## config.mk

```make
export PLATFORM = sky130hd
export DESIGN_NAME = bridge_sec_errstat
export DESIGN_NICKNAME = d
export VERILOG_FILES = /design/src/rtl/sec_err_pkg.sv /design/src/rtl/sec_err_event_gate.sv /design/src/rtl/sec_err_clear_dec.sv /design/src/rtl/sec_err_sticky.sv /design/src/rtl/sec_err_read_pack.sv /design/src/rtl/bridge_sec_errstat.sv
export SDC_FILE = /design/constraint.sdc
export NUM_CORES = 1
export LEC_CHECK = 0
export ABC_AREA = 0
export ABC_CLOCK_PERIOD_IN_PS = 1600
export BUFFER_PORTS_ARGS = -buffer_cell sky130_fd_sc_hd__buf_2
export CELL_PAD_IN_SITES_DETAIL_PLACEMENT = 1
export CELL_PAD_IN_SITES_GLOBAL_PLACEMENT = 1
export CORE_AREA = 3 3 45 47
export CTS_CLUSTER_DIAMETER = 100
export CTS_CLUSTER_SIZE = 25
export DETAILED_ROUTE_END_ITERATION = 10
export DIE_AREA = 0 0 48 50
export PLACE_DENSITY_LB_ADDON = 0.12
export SYNTH_ARGS = -nofsm -noshare
export SYNTH_HDL_FRONTEND = slang
export SYNTH_SLANG_ARGS = --single-unit
```

## constraint.sdc

```tcl
create_clock -name clk -period 1.6 [get_ports clk]
set_input_delay 0.08 -clock clk [delete_from_list [all_inputs] [get_ports clk]]
set_output_delay 0.08 -clock clk [all_outputs]
set_load 0.03 [all_outputs]
```

## src/rtl/sec_err_pkg.sv

```systemverilog
package sec_err_pkg;

    localparam int REG_W    = 16;
    localparam int NBYTE    = REG_W / 8;
    localparam int NFLAG    = 5;

    // flag index order: poisoned write, error message, unsupported cpl,
    // completer abort cpl, poisoned read cpl
    localparam int IX_POISON_WR  = 0;
    localparam int IX_ERR_MSG    = 1;
    localparam int IX_CPL_UNSUP  = 2;
    localparam int IX_CPL_ABORT  = 3;
    localparam int IX_POISON_CPL = 4;

    function automatic int flag_pos(input int idx);
        case (idx)
            IX_POISON_WR:  return 15;
            IX_ERR_MSG:    return 14;
            IX_CPL_UNSUP:  return 13;
            IX_CPL_ABORT:  return 12;
            default:       return 8;
        endcase
    endfunction

    function automatic logic [REG_W-1:0] live_mask();
        logic [REG_W-1:0] m;
        m = '0;
        for (int i = 0; i < NFLAG; i++) m[flag_pos(i)] = 1'b1;
        return m;
    endfunction

    typedef struct packed {
        logic [NFLAG-1:0] flags;
    } sticky_state_t;

endpackage

```

## src/rtl/sec_err_event_gate.sv

```systemverilog
module sec_err_event_gate
    import sec_err_pkg::*;
(
    input  logic [NFLAG-1:0] ev,
    input  logic             serr_en,
    input  logic             parity_en,
    output logic [NFLAG-1:0] set_v
);
    for (genvar i = 0; i < NFLAG; i++) begin : g_gate
        if (i == IX_ERR_MSG) begin : g_serr
            assign set_v[i] = ev[i] & serr_en;
        end else if (i == IX_POISON_CPL) begin : g_par
            assign set_v[i] = ev[i] & parity_en;
        end else begin : g_free
            assign set_v[i] = ev[i];
        end
    end
endmodule

```

## src/rtl/sec_err_clear_dec.sv

```systemverilog
module sec_err_clear_dec
    import sec_err_pkg::*;
(
    input  logic             sel,
    input  logic             wr,
    input  logic [NBYTE-1:0] be,
    input  logic [REG_W-1:0] wdata,
    output logic [NFLAG-1:0] clr_v
);
    logic wr_hit;
    assign wr_hit = sel & wr;

    for (genvar i = 0; i < NFLAG; i++) begin : g_clr
        localparam int P = flag_pos(i);
        assign clr_v[i] = wr_hit & be[P/8] & wdata[P];
    end

    logic unused_bits;
    assign unused_bits = ^{be, wdata};
endmodule

```

## src/rtl/sec_err_sticky.sv

```systemverilog
module sec_err_sticky
    import sec_err_pkg::*;
(
    input  logic             clk,
    input  logic             rst_n,
    input  logic [NFLAG-1:0] set_v,
    input  logic [NFLAG-1:0] clr_v,
    output logic [NFLAG-1:0] flags
);
    sticky_state_t st_d, st_q;

    always_comb begin
        st_d = st_q;
        // set has priority over a same-cycle clear
        st_d.flags = (st_q.flags & ~clr_v) | set_v;
    end

    always_ff @(posedge clk or negedge rst_n) begin
        if (!rst_n) st_q <= '0;
        else        st_q <= st_d;
    end

    assign flags = st_q.flags;

    for (genvar i = 0; i < NFLAG; i++) begin : g_chk
        // set beats clear
        assert_set_wins_R10: assert property (@(posedge clk) disable iff (!rst_n)
            set_v[i] |=> flags[i]);
        // no clear keeps a set flag
        assert_sticky_hold_R11: assert property (@(posedge clk) disable iff (!rst_n)
            (flags[i] && !clr_v[i]) |=> flags[i]);
        // write one clears
        assert_w1c_R8: assert property (@(posedge clk) disable iff (!rst_n)
            (clr_v[i] && !set_v[i]) |=> !flags[i]);
        // nothing appears without a set
        assert_no_spurious_R12: assert property (@(posedge clk) disable iff (!rst_n)
            (!flags[i] && !set_v[i]) |=> !flags[i]);
    end
endmodule

```

## src/rtl/sec_err_read_pack.sv

```systemverilog
module sec_err_read_pack
    import sec_err_pkg::*;
(
    input  logic [NFLAG-1:0] flags,
    output logic [REG_W-1:0] rdata
);
    always_comb begin
        rdata = '0;
        for (int i = 0; i < NFLAG; i++) rdata[flag_pos(i)] = flags[i];
    end
endmodule

```

## src/rtl/bridge_sec_errstat.sv

```systemverilog
module bridge_sec_errstat
    import sec_err_pkg::*;
(
    input  logic             clk,
    input  logic             rst_n,
    input  logic             ev_poison_wr,
    input  logic             ev_err_msg,
    input  logic             ev_cpl_unsup,
    input  logic             ev_cpl_abort,
    input  logic             ev_poison_cpl,
    input  logic             ctl_serr_en,
    input  logic             ctl_parity_en,
    input  logic             cfg_sel,
    input  logic             cfg_wr,
    input  logic [1:0]       cfg_be,
    input  logic [15:0]      cfg_wdata,
    output logic [15:0]      rdata
);
    localparam logic [REG_W-1:0] LIVE = live_mask();

    logic [NFLAG-1:0] ev_v, set_v, clr_v, flags;

    always_comb begin
        ev_v = '0;
        ev_v[IX_POISON_WR]  = ev_poison_wr;
        ev_v[IX_ERR_MSG]    = ev_err_msg;
        ev_v[IX_CPL_UNSUP]  = ev_cpl_unsup;
        ev_v[IX_CPL_ABORT]  = ev_cpl_abort;
        ev_v[IX_POISON_CPL] = ev_poison_cpl;
    end

    sec_err_event_gate u_gate (
        .ev        (ev_v),
        .serr_en   (ctl_serr_en),
        .parity_en (ctl_parity_en),
        .set_v     (set_v)
    );

    sec_err_clear_dec u_clr (
        .sel   (cfg_sel),
        .wr    (cfg_wr),
        .be    (cfg_be),
        .wdata (cfg_wdata),
        .clr_v (clr_v)
    );

    sec_err_sticky u_sticky (
        .clk   (clk),
        .rst_n (rst_n),
        .set_v (set_v),
        .clr_v (clr_v),
        .flags (flags)
    );

    sec_err_read_pack u_pack (
        .flags (flags),
        .rdata (rdata)
    );

    assert_reset_clear_R1: assert property (@(posedge clk)
        !rst_n |=> (rdata == '0));

    assert_serr_gate_R3: assert property (@(posedge clk) disable iff (!rst_n)
        (!ctl_serr_en && !rdata[14]) |=> !rdata[14]);

    assert_parity_gate_R6: assert property (@(posedge clk) disable iff (!rst_n)
        (!ctl_parity_en && !rdata[8]) |=> !rdata[8]);

    assert_fixed_zero_R7: assert property (@(posedge clk) disable iff (!rst_n)
        (rdata & ~LIVE) == '0);

    assert_no_clear_without_be_R9: assert property (@(posedge clk) disable iff (!rst_n)
        (!(cfg_sel && cfg_wr && cfg_be[1])) |=> ((rdata & $past(rdata)) == $past(rdata)));
endmodule

```

-- After elaboration in Yosys (flattened, before gate mapping)
Index checks and enable logic that the tools add are counted.
W data, S select, Z words.
- mux-type cells: 0
- multiply operators: 0
- $add $sub $neg: 0
- bitwise gates (word level): 12
- reduce and logical (&&, ||, !) cells: 0
- shift-type cells: 0
- magnitude comparators: 0
- div/mod/pow operators: 0
- eq/ne operators: 0
- operator list (cell ; number):
    $and A1 B1 Y1 ; 9
    $and A5 B5 Y5 ; 1
    $not A5 Y5 ; 1
    $or A5 B5 Y5 ; 1
- logic and storage cells: 13
- bits in registers: 5
- memory bits (read-only): 0
- latch bits: 0
- memory bits (writable): 0
- bits of input ports: 29
- memories: 0

-- Logic depth before layout (Yosys ltp)
- depth in word-level cells: 6
- gate-level depth with buffers: 2

-- Cells and area by module
A second synthesis with hierarchy kept.
- cells, all modules: 42
- area total of the unflattened synthesis: 384.1 sq um
- modules (own cells, without submodules) (module ; cells an instance ; times used ; area an instance (sq um)):
    sec_err_sticky ; 15 ; 1 ; 181.4
    sec_err_read_pack ; 17 ; 1 ; 123.9
    sec_err_clear_dec ; 5 ; 1 ; 43.8
    sec_err_event_gate ; 5 ; 1 ; 35.0

-- Worst setup path before layout
Ideal clock, no wire load.
- path kind: reg2reg
- from: reg u_sticky.st_q, in the netlist u_sticky.flags[1]
- to: reg u_sticky.st_q, in the netlist u_sticky.flags[1]
- stages on the path, launching flop included: 2
- library setup time: 0.121 ns
- data arrival time: 0.694 ns
- path slack: 0.785 ns
- path through: dfrtp_1 -> a22o_1
- RTL lines (element ; line ; source):
    from (decl) ; sec_err_sticky.sv:10 ; sticky_state_t st_d, st_q;
    from (signal assigned) ; sec_err_sticky.sv:20 ; else st_q <= st_d;

-- Worst setup path after layout
- from: reg u_sticky.st_q, in the netlist u_sticky.flags[2]
- to: out rdata[13]
- RTL lines (element ; line ; source):
    to (decl) ; bridge_sec_errstat.sv:17 ; output logic [15:0] rdata
No word-level cell between the ends.

==> impl_metrics.xml <==
<?xml version="1.0" encoding="UTF-8"?>
<metrics>
  <group name="grt">
    <metric name="grt_overflow_total" unit="">0</metric>
    <metric name="total_routing_usage_gr" unit="">0.0749</metric>
    <metric name="number_of_antenna_violations_at_the_first_check_in_global_routing" unit="">0</metric>
    <metric name="grt_max_degree" unit="">6</metric>
    <metric name="grt_pass1_vias" unit="">266</metric>
    <metric name="grt_first_pass_wirelength" unit="µm">1190</metric>
  </group>
  <group name="sta">
    <metric name="report.final.setup_viol" unit="">0</metric>
    <metric name="timing.setup.tns" unit="ns">0</metric>
    <metric name="period_minus_slack" unit="ns">0.884</metric>
    <metric name="report.final.hold_viol_count" unit="">0</metric>
    <metric name="clock_skew" unit="ns">0</metric>
    <metric name="timing_max_transition_violations_final" unit="">0</metric>
    <metric name="final.period_utilization" unit="">0.552</metric>
    <metric name="unrepaired_setup_endpoints_after_global_routing" unit="">false</metric>
    <metric name="max_freq" unit="MHz">1130</metric>
  </group>
  <group name="clock_tree">
    <metric name="post_cts_buffers" unit="">0</metric>
    <metric name="max-clock-path-buffers" unit="">2</metric>
    <metric name="clock_latency" unit="ns">0.24</metric>
    <metric name="root_buffer" unit="">sky130_fd_sc_hd__clkbuf_4</metric>
    <metric name="cts.sink_count" unit="">5</metric>
    <metric name="cts_htree_levels" unit="">1</metric>
    <metric name="tritoncts" unit="">built</metric>
    <metric name="clk_transition_reported_paths" unit="ns">0.04</metric>
    <metric name="cts-buffers-inserted" unit="">3</metric>
    <metric name="post_cts_resized" unit="">0</metric>
  </group>
  <group name="flow_run">
    <metric name="maxCapViolCount" unit="">0</metric>
  </group>
  <group name="drt">
    <metric name="dr_total_vias" unit="">267</metric>
    <metric name="route.detailed.drc" unit="">0</metric>
    <metric name="drt-wirelength-per-cell" unit="µm">11.7</metric>
    <metric name="detail_route.iter0.violations" unit="">2</metric>
    <metric name="routed_via_density" unit="">3.87</metric>
    <metric name="route.final.wire_length" unit="µm">807</metric>
    <metric name="first_pass_iters" unit="">2</metric>
    <metric name="ant_nets" unit="">0</metric>
  </group>
  <group name="final_layout">
    <metric name="layout.cells.most_common_list" unit="">21 x sky130_fd_sc_hd__buf_2, 11 x sky130_fd_sc_hd__conb_1, 5 x sky130_fd_sc_hd__nand4_1, 5 x sky130_fd_sc_hd__dfrtp_1</metric>
    <metric name="share_of_cells_above_drive_strength_1" unit="">0.462</metric>
    <metric name="final_nets" unit="">82</metric>
    <metric name="syn2layout_area_growth" unit="%">41.6</metric>
    <metric name="layout.cells.most_common" unit="">sky130_fd_sc_hd__buf_2</metric>
    <metric name="antenna_cells" unit="">0</metric>
    <metric name="largest_register_ffs" unit="">5</metric>
    <metric name="fin_cells" unit="">69</metric>
    <metric name="n_fill_cell" unit="">214</metric>
  </group>
  <group name="setup_path">
    <metric name="critical_path_buf_inv_count" unit="">1</metric>
    <metric name="startpoint_type" unit="">flip-flop</metric>
    <metric name="endpoint_kind" unit="">output pin</metric>
    <metric name="max_stage_delay" unit="ns">0.38</metric>
    <metric name="setup.worst_path.class" unit="">reg2out</metric>
    <metric name="timing.critical_path.required" unit="ns">1.52</metric>
    <metric name="crit_path_cell_chain" unit="">buf_2</metric>
    <metric name="critPathSlowestCell" unit="">sky130_fd_sc_hd__dfrtp_1</metric>
    <metric name="path_max_fanout" unit="">2</metric>
    <metric name="cpLargestDelayFamily" unit="">flip-flops</metric>
    <metric name="worst-endpoint-arrival" unit="ns">0.80</metric>
  </group>
  <group name="power_and_ir_drop">
    <metric name="netSwitchingPower" unit="mW">0.123</metric>
    <metric name="cell_pwr_density" unit="mW/mm²">944</metric>
    <metric name="switching_fraction_of_total_power" unit="">0.325</metric>
    <metric name="power.sequential.fraction" unit="">0.364</metric>
    <metric name="intPower" unit="mW">0.255</metric>
    <metric name="power.share.combinational" unit="">0.250</metric>
    <metric name="max-vdd-ir-drop" unit="V">0.000372</metric>
    <metric name="p_leak" unit="nW">0.199</metric>
    <metric name="clock_power_share" unit="">0.386</metric>
  </group>
  <group name="synthesis">
    <metric name="syn-mean-instance-area" unit="µm²">10.5</metric>
    <metric name="ys_seq_elements" unit="">5</metric>
    <metric name="yosys_warnings" unit="">0</metric>
    <metric name="number_of_different_library_cells_in_the_post_synthesis_netlist" unit="">6</metric>
    <metric name="netlist_instances" unit="">27</metric>
    <metric name="synth_sequential_area_ratio" unit="">0.442</metric>
    <metric name="post_synthesis_cell_area" unit="µm²">283</metric>
  </group>
  <group name="placement">
    <metric name="place.detailed.instances" unit="">64</metric>
    <metric name="routability_driven_placement_congestion_ratio" unit="">0.624</metric>
    <metric name="io_buffer_count" unit="">21</metric>
    <metric name="post-dp-hpwl" unit="µm">680</metric>
  </group>
  <group name="floorplanning">
    <metric name="initial_utilization" unit="">0.167</metric>
    <metric name="die-area" unit="mm²">0.00240</metric>
    <metric name="rows" unit="">15</metric>
    <metric name="core" unit="mm²">0.00169</metric>
    <metric name="die_height" unit="µm">50</metric>
    <metric name="floorplan.die.width" unit="µm">48</metric>
    <metric name="ios" unit="">45</metric>
  </group>
  <group name="hold_path">
    <metric name="worst_hold_path_type" unit="">in2reg</metric>
  </group>
  <group name="run_status">
    <metric name="status" unit="">finished, final reports clean</metric>
  </group>
</metrics>
-- final timing paths --
kind                              startpoint                end  slack (ns)  cells past startpoint
min                             ev_cpl_abort  u_sticky.flags[3]        0.02                      2
max                        u_sticky.flags[2]          rdata[13]        0.72                      1
min reg2reg                u_sticky.flags[3]  u_sticky.flags[3]        0.47                      1
max in group asynchronous              rst_n  u_sticky.flags[0]        1.26                      2
min in group asynchronous              rst_n  u_sticky.flags[4]        0.19                      2
max reg2reg                u_sticky.flags[1]  u_sticky.flags[1]        0.93                      1
-- through the flow --
stage	power [mW]	worst slack, ns	instance area, µm²	utilization	hold slack [ns]
floorplan	0.217	0.785	320	-	-0.216
global placement	0.231	0.926	364	0.216	-0.0883
detailed placement	0.232	0.920	364	0.216	-0.0892
CTS	0.387	0.705	400	0.237	0.0109
global route	0.406	0.690	400	0.237	0.0155
finish	0.378	0.716	400	0.237	0.0184
-- cells by family (layout without fill, tap and decap cells) --
family | count (synthesis) | after routing | synth area share
AO/OA/AOI/OAI | 5 | 5 | 0.142
other | 1 | 11 | 0.0133
buffers and inverters | 11 | 26 | 0.292
flip-flops | 5 | 5 | 0.442
AND/OR/NAND/NOR | 5 | 5 | 0.111
-- what timing repair did --
action	CTS	global route
endpoints found under the setup margin	0	0
hold endpoints to repair	5	0
hold buffers	1	0
-- power by group through the flow --
stage | Clock (mW) | Combinational, mW | Sequential [mW]
2_1_floorplan | 0 | 0.0623 | 0.155
3_3_place_gp | 0 | 0.0919 | 0.139
3_5_place_dp | 0 | 0.0929 | 0.139
4_1_cts | 0.154 | 0.0949 | 0.138
5_1_grt | 0.166 | 0.102 | 0.138
6_report | 0.146 | 0.0945 | 0.137
-- cells in the mapped netlist (all sizes together) --
cell / n / area share
conb: 1 / 0.013
nand4: 5 / 0.11
dfrtp: 5 / 0.44
buf: 11 / 0.29
a22o: 2 / 0.062
a21o: 3 / 0.080
-- cell type report --
type | count | area [µm²] | area share
Multi-Input combinational cell | 21 | 113 | 0.281
Tap cell | 17 | 21.3 | 0.0531
Sequential cell | 5 | 125 | 0.313
Timing Repair Buffer | 22 | 115 | 0.287
Clock buffer | 4 | 26.3 | 0.0656
-- per-layer routing --
metal  global-route usage  wire (µm)  share of wire  vias up
li1                     -          -              -      125
met1               0.0791        299           0.37      123
met2                0.115        404           0.50       19
met3               0.0620        104           0.13        0
met4               0.0135          0              0        0
met5                    0          0              0        -
(Power assumes the default switching activity.)
